**config.mk**
```make
export PLATFORM = sky130hd
export DESIGN_NAME = frac_clkdiv_mux
export DESIGN_NICKNAME = d
export VERILOG_FILES = /design/src/rtl/fdcm_pkg.sv /design/src/rtl/fdcm_src_select.sv /design/src/rtl/fdcm_div_field.sv /design/src/rtl/fdcm_phase_acc.sv /design/src/rtl/frac_clkdiv_mux.sv
export SDC_FILE = /design/constraint.sdc
export NUM_CORES = 1
export LEC_CHECK = 0
export ABC_AREA = 1
export CAP_MARGIN = 20
export CORE_MARGIN = 2
export CORE_UTILIZATION = 42
export CTS_BUF_LIST = sky130_fd_sc_hd__clkbuf_8 sky130_fd_sc_hd__clkbuf_16
export DETAILED_ROUTE_END_ITERATION = 10
export PLACE_DENSITY = 0.71
export SLEW_MARGIN = 30
export SYNTH_ARGS = -nofsm -noshare
export SYNTH_HDL_FRONTEND = slang
export SYNTH_SLANG_ARGS = --single-unit
```
**constraint.sdc**
```tcl
create_clock -name clk -period 2.5 [get_ports clk]
set_input_delay 0.375 -clock clk [delete_from_list [all_inputs] [get_ports clk]]
set_output_delay 0.375 -clock clk [all_outputs]
set_load 0.02 [all_outputs]
```
**src/rtl/fdcm_pkg.sv**
```systemverilog
package fdcm_pkg;
    // Bit at which the integer part of the divisor begins in the divider word.
    localparam int DIV_ANCHOR = 12;
    localparam int DIV_WORD_W = 32;

    // Fixed low source codes shared by every instance.
    typedef enum int {
        SRC_GND   = 0,
        SRC_OSC   = 1,
        SRC_TEST0 = 2,
        SRC_TEST1 = 3,
        SRC_FIRST_EXT = 4
    } fdcm_src_e;
endpackage

```
**src/rtl/fdcm_src_select.sv**
```systemverilog
module fdcm_src_select
    import fdcm_pkg::*;
#(
    parameter int SEL_W   = 4,
    parameter int NUM_EXT = 2
) (
    input  logic [SEL_W-1:0]   sel_i,
    input  logic               osc_i,
    input  logic               test0_i,
    input  logic               test1_i,
    input  logic [NUM_EXT-1:0] ext_i,
    output logic               tick_o
);
    localparam int NUM_SEL = 1 << SEL_W;

    logic [NUM_SEL-1:0] cand;
    logic               unused_ext;

    assign unused_ext = ^ext_i;

    // Codes 0..3 are fixed, codes from 4 map to instance sources, the rest are ground.
    for (genvar i = 0; i < NUM_SEL; i++) begin : g_src
        if (i == int'(SRC_OSC)) begin : g_osc
            assign cand[i] = osc_i;
        end else if (i == int'(SRC_TEST0)) begin : g_t0
            assign cand[i] = test0_i;
        end else if (i == int'(SRC_TEST1)) begin : g_t1
            assign cand[i] = test1_i;
        end else if (i >= int'(SRC_FIRST_EXT) && i < int'(SRC_FIRST_EXT) + NUM_EXT) begin : g_ext
            assign cand[i] = ext_i[i-int'(SRC_FIRST_EXT)];
        end else begin : g_gnd
            assign cand[i] = 1'b0;
        end
    end

    assign tick_o = cand[sel_i];
endmodule

```
**src/rtl/fdcm_div_field.sv**
```systemverilog
module fdcm_div_field
    import fdcm_pkg::*;
#(
    parameter int INT_BITS  = 4,
    parameter int FRAC_BITS = 4
) (
    input  logic [DIV_WORD_W-1:0] word_i,
    output logic [((INT_BITS+FRAC_BITS) > 0 ? (INT_BITS+FRAC_BITS) : 1)-1:0] field_o
);
    localparam int FW   = INT_BITS + FRAC_BITS;
    localparam int FW_O = (FW > 0) ? FW : 1;
    localparam int LO   = DIV_ANCHOR - FRAC_BITS;

    logic unused_word;
    assign unused_word = ^word_i;

    if (FW == 0) begin : g_none
        assign field_o = '0;
    end else begin : g_field
        assign field_o = word_i[LO +: FW_O];
    end
endmodule

```
**src/rtl/fdcm_phase_acc.sv**
```systemverilog
module fdcm_phase_acc #(
    parameter int INT_BITS  = 4,
    parameter int FRAC_BITS = 4,
    parameter int SEL_W     = 4
) (
    input  logic             clk,
    input  logic             rst_n,
    input  logic             enable_i,
    input  logic [SEL_W-1:0] sel_i,
    input  logic [((INT_BITS+FRAC_BITS) > 0 ? (INT_BITS+FRAC_BITS) : 1)-1:0] field_i,
    input  logic             tick_i,
    output logic             restart_o,
    output logic             out_o,
    output logic             busy_o
);
    localparam int FW    = INT_BITS + FRAC_BITS;
    localparam int FW_O  = (FW > 0) ? FW : 1;
    localparam int ACC_W = FW_O + 1;
    localparam bit PASS  = (FW == 0);
    localparam logic [ACC_W-1:0] ONE = ACC_W'(1) << FRAC_BITS;

    typedef struct packed {
        logic [SEL_W-1:0] sel;
        logic [FW_O-1:0]  div;
        logic [ACC_W-1:0] acc;
        logic             out;
        logic             busy;
    } acc_state_t;

    acc_state_t       st_d, st_q;
    logic [ACC_W-1:0] sum;
    logic [ACC_W-1:0] div_ext;
    logic             restart;

    always_comb begin
        st_d      = st_q;
        st_d.sel  = sel_i;
        st_d.div  = field_i;
        st_d.busy = enable_i;
        st_d.out  = 1'b0;
        div_ext   = {1'b0, field_i};
        sum       = st_q.acc + ONE;
        restart   = (sel_i != st_q.sel) || (field_i != st_q.div);

        if (!enable_i) begin
            st_d.acc = '0;
        end else if (PASS) begin
            st_d.acc = '0;
            st_d.out = tick_i;
        end else if (field_i == '0 || restart) begin
            st_d.acc = '0;
        end else if (tick_i) begin
            if (sum >= div_ext) begin
                st_d.out = 1'b1;
                st_d.acc = (div_ext < ONE) ? '0 : (sum - div_ext);
            end else begin
                st_d.acc = sum;
            end
        end
    end

    always_ff @(posedge clk or negedge rst_n) begin
        if (!rst_n) begin
            st_q <= '0;
        end else begin
            st_q <= st_d;
        end
    end

    assign restart_o = restart;
    assign out_o     = st_q.out;
    assign busy_o    = st_q.busy;
endmodule

```
**src/rtl/frac_clkdiv_mux.sv**
```systemverilog
module frac_clkdiv_mux
    import fdcm_pkg::*;
#(
    parameter int SEL_W     = 4,
    parameter int NUM_EXT   = 2,
    parameter int INT_BITS  = 4,
    parameter int FRAC_BITS = 4
) (
    input  logic                  clk,
    input  logic                  rst_n,
    input  logic                  ctl_enable,
    input  logic [SEL_W-1:0]      ctl_src_sel,
    input  logic [DIV_WORD_W-1:0] div_word,
    input  logic                  osc_tick,
    input  logic                  test0_tick,
    input  logic                  test1_tick,
    input  logic [NUM_EXT-1:0]    ext_tick,
    output logic                  out_tick,
    output logic                  busy
);
    localparam int FW   = INT_BITS + FRAC_BITS;
    localparam int FW_O = (FW > 0) ? FW : 1;

    logic            sel_tick;
    logic            restart;
    logic [FW_O-1:0] div_field;

    fdcm_src_select #(.SEL_W(SEL_W), .NUM_EXT(NUM_EXT)) u_sel (
        .sel_i   (ctl_src_sel),
        .osc_i   (osc_tick),
        .test0_i (test0_tick),
        .test1_i (test1_tick),
        .ext_i   (ext_tick),
        .tick_o  (sel_tick)
    );

    fdcm_div_field #(.INT_BITS(INT_BITS), .FRAC_BITS(FRAC_BITS)) u_field (
        .word_i  (div_word),
        .field_o (div_field)
    );

    fdcm_phase_acc #(.INT_BITS(INT_BITS), .FRAC_BITS(FRAC_BITS), .SEL_W(SEL_W)) u_acc (
        .clk       (clk),
        .rst_n     (rst_n),
        .enable_i  (ctl_enable),
        .sel_i     (ctl_src_sel),
        .field_i   (div_field),
        .tick_i    (sel_tick),
        .restart_o (restart),
        .out_o     (out_tick),
        .busy_o    (busy)
    );
endmodule

```
Word level (Yosys, flattened, before mapping). Cells that the tools add are included. Widths: inputs -> output; s select.

Reductions and logical operators: 3. $lt $le $gt $ge: 3. Bitwise logic cells: 0. Multipliers: 0. Shift-type cells: 0. $add $sub $neg: 2. Divide/modulo/power cells: 0. Eq/ne operators: 3. Multiplexer cells: 10.

Operator list (count): $mux 9 (4); $mux 10 (1); $add 9x5->9 const B (1); $ge 9x8->1 (1); $sub 9x8->9 (1); $logic_not 8->1 (1); $lt 8x5->1 const B (1); $ne 8x8->1 (1); $lt 4x5->1 const B (1); $bmux 1 s4 (1); $mux 1 (4); $ne 4x4->1 (1); $ne 3x1->1 const B (1); $logic_or 1x1->1 (2).

RAM bits: 0. Input port bits: 44. Flip-flop bits (word level): 23. Output and inout bits: 2. Memories kept: 0. Bits in read-only memories: 0. Latch bits: 0. Word-level logic and storage cells: 26.

Logic depth before layout (Yosys ltp). Gate-level depths: netlist of the first run.

Depth after elaboration: 7. Depth in mapped cells: 13. Mapped depth without buffers: 13.

Hierarchy. A second synthesis of the first run with hierarchy kept.

Cells, all modules: 245. Area, all modules: 1742.9 um^2.

By module, submodules not included: fdcm_phase_acc (sequential area each 575.6 um^2, instances 1, cells each 222, area each 1615.3 um^2); fdcm_src_select (sequential area each 0.0 um^2, instances 1, cells each 15, area each 67.6 um^2); fdcm_div_field (sequential area each 0.0 um^2, instances 1, cells each 8, area each 60.1 um^2).

Least setup slack after synthesis of the first run. OpenSTA, ideal clock, no wires.

Path type: register to register. Start: register u_acc.st_q[6] in the netlist's numbering. End: register u_acc.st_q[3] in the netlist's numbering. Setup time: 0.119 ns. Path buffers: 0. Arrival time: 1.827 ns. Clock period less this slack: 1.946 ns. Stages on the path, launching flop included: 13. Setup slack: 0.554 ns. Required time: 2.381 ns. Cell sequence: dfrtp_1 -> ha_1 -> xor2_1 -> ha_1 -> nand2_1 -> inv_1 -> nand3_1 -> nor2_2 -> nor2_4 -> nand2_2 -> nand2_2 -> nand2_1 -> nand2_1.

Word-level cells in the longest chain between the ends: 6.

Ends and longest elaborated chain: start, declared (line fdcm_phase_acc.sv:30) `acc_state_t st_d, st_q;`; start signal, assigned (line fdcm_phase_acc.sv:66) `st_q <= st_d;`; $add 9x5->9 (line fdcm_phase_acc.sv:42) `sum = st_q.acc + ONE;`; $ge 9x8->1 (line fdcm_phase_acc.sv:53) `if (sum >= div_ext) begin`; $mux 9 (line fdcm_phase_acc.sv:53); $mux 10 (line fdcm_phase_acc.sv:52) `end else if (tick_i) begin`; $mux 9 (line fdcm_phase_acc.sv:50) `end else if (field_i == '0 || restart) begin`; $mux 9 (line fdcm_phase_acc.sv:45) `if (!enable_i) begin`.

Every way passes these cells. The select of a mux whose other input is x is not followed. A chain may end at the register's enable or synchronous reset.

Final worst setup path of the first run.
Start: register u_acc.st_q[6] in the netlist's numbering. End: register u_acc.st_q[4] in the netlist's numbering.

Same word-level chain as after synthesis.

==> results by group, run 1 <==
Detailed routing
  – Average wire per standard cell: 10.7 um
  – Drt drc: 0
  – Via Count: approximately 1700
  – Pre-antenna DRT Iters: 4
  – Initial drt markers: 80
  – Total Wirelength: between 3000 and 4000 um
  – Via-to-Cell Ratio: 4.65
  – DRT antenna net count: 0

STA
  – Clock Skews: between 7 and 8 ps
  – Max_slew headroom: 0.801
  – Final Hold Viols: 0
  – Worst-margin pin slew: a little under 300 ps
  – Final min period: about 2200 ps
  – Fin Setup TNS: 0 ps
  – RSZ-0062 raised after global routing: no
  – Final setup viols: 0
  – Slew Viols, Final: 0
  – Fmax: ~0.45 GHz
  – Final period util: 0.898

Placement
  – Cell Area, Placed: about 2100 sq um
  – Hpwl dp: a little over 3000 um
  – RD Place Congestion: 0.872
  – Number of instances in the placed design: ~350
  – PortBufs: 21

Synth
  – Post-synth top flop: dfrtp_1
  – Mean post-synth cell area: about 6.5 sq um
  – Post-Syn Area: 1760 sq um
  – Post-synth EDFFs: 0
  – Synth Area in Adders: 0.0755
  – XOR/XNOR Fraction of Synth Area: 0.0299
  – Largest family of logic cells by synthesized area: simple AND/OR/NAND/NOR gates
  – Post-synthesis compound-gate area fraction: 0.0178
  – Post-synthesis mux area share: 0
  – Post-Synth Simple-Gate Area: 0.444
  – Syn Nets: roughly 330
  – Cells after synthesis: ~270
  – Synth cell types: 22
  – Sequential area share after synthesis: 0.328
  – Post-synth ARST share: 1.00
  – Yosys reg bits: 23
  – YS warnings: 0

Global routing
  – Initial antenna violation count: 0
  – Overflow after GRT: 0
  – Largest net degree at the start of global routing: 24
  – GR Util All Layers: 0.189
  – First-pass GRT wire length: 6780 um
  – Vias in the first global route: 1674

Clock tree
  – CTS tree: yes
  – H-tree Lvls: 1
  – Clk pin slew, worst setup/hold paths: approximately 90 ps
  – Postcts setup bufs: 0
  – PostCTS Resize Cnt: 0
  – Post-CTS Hold Fix Bufs: 0
  – Clk Latency, worst-skew pair: 270 ps
  – Cts bufs inserted: 3
  – CTS Sinks: 23
  – Root buffer cell: clkbuf_8
  – CTS Buffer Depth: 2

Setup path
  – R2R Setup Slk: 250 ps
  – Crit path from: u_acc.st_q[6]
  – Most used cell, CP: nand2_1
  – CP bufs+invs: 0
  – Crit end category: flip-flop
  – FF-to-FF End: u_acc.st_q[4]
  – WS Path Type: reg -> reg
  – CP Capture Point: u_acc.st_q[4]
  – Critical Path Start Type: flip-flop
  – Slowest-stage cell, CP: dfrtp_1
  – Top cell family by delay on the critical path: simple AND/OR/NAND/NOR gates
  – CP arrival: about 2500 ps
  – Largest stage delay on the critical path: 440 ps
  – Critical R2R Launch: u_acc.st_q[6]
  – CP Depth: 12
  – CP required: 2710 ps
  – CP max FO: 6
  – Reg2reg path depth: 12
  – Cells along the critical path: ha_1 > xor2_1 > ha_1 > nand2_1 > nand2_1 > nand2_1 > nand4_1 > nor2_4 > nand2_2 > nand2_2 > nand2_1 > nand2_1

Floorplan
  – Die height: 68.7 um
  – Cell Rows: 23
  – I/O pin count: 46
  – Initial Util: 0.439
  – Die Area: ~4700 sq um
  – Chip width: 68.7 um
  – Core Area: between 4000 and 5000 sq um

Layout
  – Final instance area: between 2000 and 2500 sq um
  – Share of post-route cells with drive strength above 1: 0.0984
  – Nets: 360
  – Area occupied by multi-input gates: ~1000 sq um
  – Number of antenna repair diodes: 0
  – Sequential cell area: 576 sq um
  – Final non-filler cell total: roughly 360
  – # fillers: 408
  – P&R area growth vs syn: 22.2%

Status
  – Outcome: completed

Power
  – Sequential power share: 0.487
  – Pint: about 0.57 mW
  – Clock power share: 0.308
  – Switching share of power: 0.284
  – Net switching power: roughly 0.23 mW
  – VDD IR max: around 0.24 mV
  – Logic pwr share: 0.205
  – Leakage: 1.23 nW
  – Pwr Density: 370 nW/um^2

Hold path
  – Type of the tightest min-delay check: in -> async

Job
  – Maxcap violations: 0
==> flip-flops by register name (all words and copies together) (netlist names) <==
register      count
u_acc.out_o       1
u_acc.st_q       21
u_acc.busy_o      1
==> cell usage after synthesis (2+ instances only) <==
| cell type | number | share of area |
|---|---|---|
| xnor2_1 | 3 | 0.015 |
| nand4_1 | 9 | 0.032 |
| ha_1 | 9 | 0.064 |
| nand2_2 | 5 | 0.018 |
| inv_1 | 46 | 0.098 |
| nand2_1 | 109 | 0.23 |
| nor2_2 | 3 | 0.011 |
| nor2_4 | 2 | 0.013 |
| inv_2 | 3 | 0.0064 |
| nand3_1 | 25 | 0.071 |
| dfrtp_1 | 23 | 0.33 |
| a21oi_1 | 2 | 0.0057 |
| xor2_1 | 3 | 0.015 |
| nor2_1 | 21 | 0.045 |
==> layout make-up <==
| type | instances | share of cell area |
|---|---|---|
| Clock buffer | 3 | 0.0192 |
| Clock inverter | 1 | 0.00350 |
| Inverter | 49 | 0.0857 |
| Multi-Input combinational cell | 199 | 0.465 |
| Sequential cell | 23 | 0.268 |
| Tap cell | 50 | 0.0292 |
| Timing Repair Buffer | 30 | 0.129 |
==> cells in the final DEF (no fill, tap or decap) <==
master,synthesis,final
buf_4,0,9
nor2_4,2,2
xnor2_1,3,3
nand3b_1,1,1
clkbuf_8,0,3
nand3_2,1,1
nand4_1,9,9
ha_1,9,9
clkdlybuf4s50_1,0,21
o21ai_0,1,1
nand3_1,25,25
inv_1,46,46
fa_1,1,1
a21oi_1,2,2
dfrtp_1,23,23
nor2_1,21,21
nor2_2,3,3
o21ai_4,1,1
or2_2,1,1
nor3_2,1,1
nor3_1,1,1
xor2_1,3,3
clkinvlp_4,0,1
nand2_1,109,109
inv_2,3,3
nand2_2,5,5
==> worst min-delay path by stage <==
stage	to	cells after the start
after global routing	u_acc.st_q[15]	2
after CTS	u_acc.st_q[16]	2
after detailed placement	u_acc.st_q[2]	2
final	u_acc.st_q[15]	2
after floorplan	u_acc.busy_o	0
after global placement	u_acc.st_q[2]	2
==> logic make-up (layout without fill, tap and decap cells) <==
family,count (synthesis),after routing
flops,23,23
buf+inv,49,83
xor+xnor,6,6
fa+ha+maj,10,10
simple gates,179,179
compound gates,4,4
==> stage by stage <==
step / setup WS, ps / total power, mW / hold slack, ps / util
finish: 254 / 0.795 / 454 / 0.536
global route: 43.8 / 0.842 / 489 / 0.536
CTS: 257 / 0.804 / 472 / 0.536
detailed placement: 84.3 / 0.558 / 473 / 0.524
global placement: 102 / 0.555 / 466 / 0.524
floorplan: 554 / 0.483 / 79.4 / -
==> layer usage <==
layer / vias to the layer above / part of all wire / global-route usage
met5: - / 0 / 0
met3: 4 / 0.030 / 0.0227
met2: 30 / 0.48 / 0.339
li1: 899 / - / -
met1: 719 / 0.48 / 0.233
met4: 0 / 0.011 / 0.0625
==> power groups by stage <==
stage	logic (mW)	registers (mW)	clock network [mW]
final	0.163	0.387	0.244
after global routing	0.184	0.389	0.269
after CTS	0.164	0.387	0.253
after detailed placement	0.163	0.395	0
after global placement	0.160	0.394	0
after floorplan	0.0874	0.395	0
==> worst reg2reg max path, stage by stage (launching register included) <==
cell and delay, ps:
dfrtp_1 440, ha_1 260, xor2_1 240, ha_1 320, nand2_1 90, nand2_1 80, nand2_1 80, nand4_1 140
nor2_4 210, nand2_2 70, nand2_2 110, nand2_1 70, nand2_1 70
No activity file was read; power rests on OpenSTA's default activity.
==> run 2: changes to the inputs <==
==> constraint.sdc (replaced) <==
create_clock -name clk -period 2.5 [get_ports clk]
set_input_delay 0.5 -clock clk [delete_from_list [all_inputs] [get_ports clk]]
set_output_delay 0.5 -clock clk [all_outputs]
set_load 0.02 [all_outputs]
==> results by group, run 2 (same netlist as run 1, synthesis figures left out) <==
Setup path
  – WS Path Type: reg -> reg
  – CP max FO: 6 (unchanged)
  – Largest stage delay on the critical path: 450 ps (about the same)
  – CP arrival: 2470 ps (+20 ps)
  – CP Capture Point: u_acc.st_q[2]
  – Crit end category: flip-flop
  – Critical R2R Launch: u_acc.st_q[6]
  – Cells along the critical path: ha_1 > xor2_1 > ha_1 > nand2_1 > nand2_1 > nand2_1 > nand4_1 > nor2_4 > nand2_2 > nand2_2 > nand2_1 > nand2_1
  – CP Depth: 12 (unchanged)
  – CP bufs+invs: 0 (unchanged)
  – FF-to-FF End: u_acc.st_q[2]
  – Crit path from: u_acc.st_q[6]
  – R2R Setup Slk: 260 ps (about the same)
  – Critical Path Start Type: flip-flop
  – Slowest-stage cell, CP: dfrtp_1
  – Top cell family by delay on the critical path: simple AND/OR/NAND/NOR gates
  – CP required: 2720 ps (about the same)
  – Reg2reg path depth: 12 (unchanged)
  – Most used cell, CP: nand2_1

Detailed routing
  – Initial drt markers: 75 (-6.3%)
  – Average wire per standard cell: 10.6 um (-0.93%)
  – Total Wirelength: 3870 um (+2.1%)
  – Drt drc: 0 (unchanged)
  – Via-to-Cell Ratio: 4.63 (-0.48%)
  – Via Count: 1695 (+2.6%)
  – Pre-antenna DRT Iters: 4 (unchanged)
  – DRT antenna net count: 0 (unchanged)

STA
  – Final setup viols: 0 (unchanged)
  – Final min period: 2240 ps (-3.33 ps)
  – RSZ-0062 raised after global routing: no
  – Max_slew headroom: 0.799 (-0.00210)
  – Final Hold Viols: 0 (unchanged)
  – Worst-margin pin slew: 301 ps (+3.14 ps)
  – Hold slack: 496 ps (+42.4 ps)
  – Final period util: 0.897 (-0.00133)
  – Clock Skews: 4.36 ps (-2.84 ps)
  – Slew Viols, Final: 0 (unchanged)
  – Fmax: 0.446 GHz (+0.15%)

Placement
  – PortBufs: 21 (unchanged)
  – RD Place Congestion: 0.838 (-3.8%)
  – Hpwl dp: 3100 um (+2.4%)

Power
  – Leakage: 1.28 nW (+4.5%)
  – VDD IR max: 0.245 mV (+1.6%)
  – Pwr Density: 365 nW/um^2 (-1.6%)

Global routing
  – Largest net degree at the start of global routing: 24 (unchanged)
  – GR Util All Layers: 0.198 (+0.00871)
  – Initial antenna violation count: 0 (unchanged)
  – Overflow after GRT: 0 (unchanged)
  – Vias in the first global route: 1665 (-0.54%)
  – First-pass GRT wire length: 6980 um (+3.1%)

Layout
  – Number of antenna repair diodes: 0 (unchanged)
  – Final Util: 0.556 (+0.0200)
  – Nets: 371 (+3.1%)
  – Most common cell after layout, fill and taps aside: nand2_1
  – Share of post-route cells with drive strength above 1: 0.130 (+0.0314)
  – Most frequent cells in the layout: nand2_1, inv_1, nand3_1, dfrtp_1
  – Number of flip-flops under the largest register name: 21 (unchanged)
  – Largest Register: u_acc.st_q
  – P&R area growth vs syn: 26.7%

Clock tree
  – CTS Sinks: 23 (unchanged)
  – PostCTS Resize Cnt: 0 (unchanged)
  – H-tree Lvls: 1 (unchanged)
  – Post-CTS Hold Fix Bufs: 0 (unchanged)
  – Root buffer cell: clkbuf_8
  – CTS tree: yes
  – CTS Buffer Depth: 2 (unchanged)
  – Clk pin slew, worst setup/hold paths: 90 ps (about the same)
  – Cts bufs inserted: 3 (unchanged)
  – Postcts setup bufs: 0 (unchanged)
  – Clk Latency, worst-skew pair: 280 ps (about the same)

Job
  – Maxcap violations: 0 (unchanged)

Floorplan
  – Die height: 68.7 um (unchanged)
  – Core Area: 4000 sq um (unchanged)
  – Cell Rows: 23 (unchanged)
  – I/O pin count: 46 (unchanged)
  – Die Area: 4720 sq um (unchanged)
  – Chip width: 68.7 um (unchanged)
  – Initial Util: 0.439 (unchanged)

Hold path
  – Type of the tightest min-delay check: reg -> reg

Status
  – Outcome: completed
-- run 2: cell count changes in the layout (fill, tap and decap cells not counted) --
cell and change:
buf_4 +11, clkinv_2 +1, clkinvlp_4 -1
-- run 2: worst min-delay path, delay by kind of cell, from the launching register on --
family | cells | cell delay [ps]
flip-flops | 1 | 360
AND/OR/NAND/NOR | 2 | 100
-- run 2: area by class of cell --
class | instances | area [sq um]
Clock buffer | 3 | 41.3
Clock inverter | 1 | 5.00
Fill cell | 389 | 1770
Inverter | 49 | 184
Multi-Input combinational cell | 199 | 997
Sequential cell | 23 | 576
Tap cell | 50 | 62.6
Timing Repair Buffer | 41 | 360
-- run 2: worst min path at each step --
stage                       start       endpoint  slack (ps)  cells past startpoint
detailed placement  u_acc.st_q[2]  u_acc.st_q[2]         470                      2
finish              u_acc.st_q[5]  u_acc.st_q[5]         500                      2
global placement    u_acc.st_q[5]  u_acc.st_q[5]         470                      2
global route        u_acc.st_q[4]  u_acc.st_q[4]         510                      2
floorplan                   rst_n   u_acc.busy_o         200                      0
CTS                 u_acc.st_q[2]  u_acc.st_q[2]         500                      2
-- run 2: power by group --
part / switching (mW) / internal [mW]
logic: 0.0914 / 0.0831
registers: 0.00507 / 0.382
clock network: 0.137 / 0.112
total: 0.234 / 0.577
-- run 2: metrics by stage --
stage	power, mW	TNS (ps)	instances	setup slack, ps	area [sq um]
final	0.811	0	366	257	2230
after global routing	0.854	0	366	65.0	2230
after CTS	0.817	0	366	278	2230
after detailed placement	0.570	-0.629	362	-0.629	2180
after global placement	0.566	0	362	29.3	2180
after floorplan	0.483	0	271	554	1760
-- run 2: routing by layer --
| layer | share of wire | track usage |
|---|---|---|
| met1 | 0.49 | 0.245 |
| met2 | 0.47 | 0.346 |
| met3 | 0.030 | 0.0260 |
| met4 | 0.016 | 0.0775 |
| met5 | 0 | 0 |
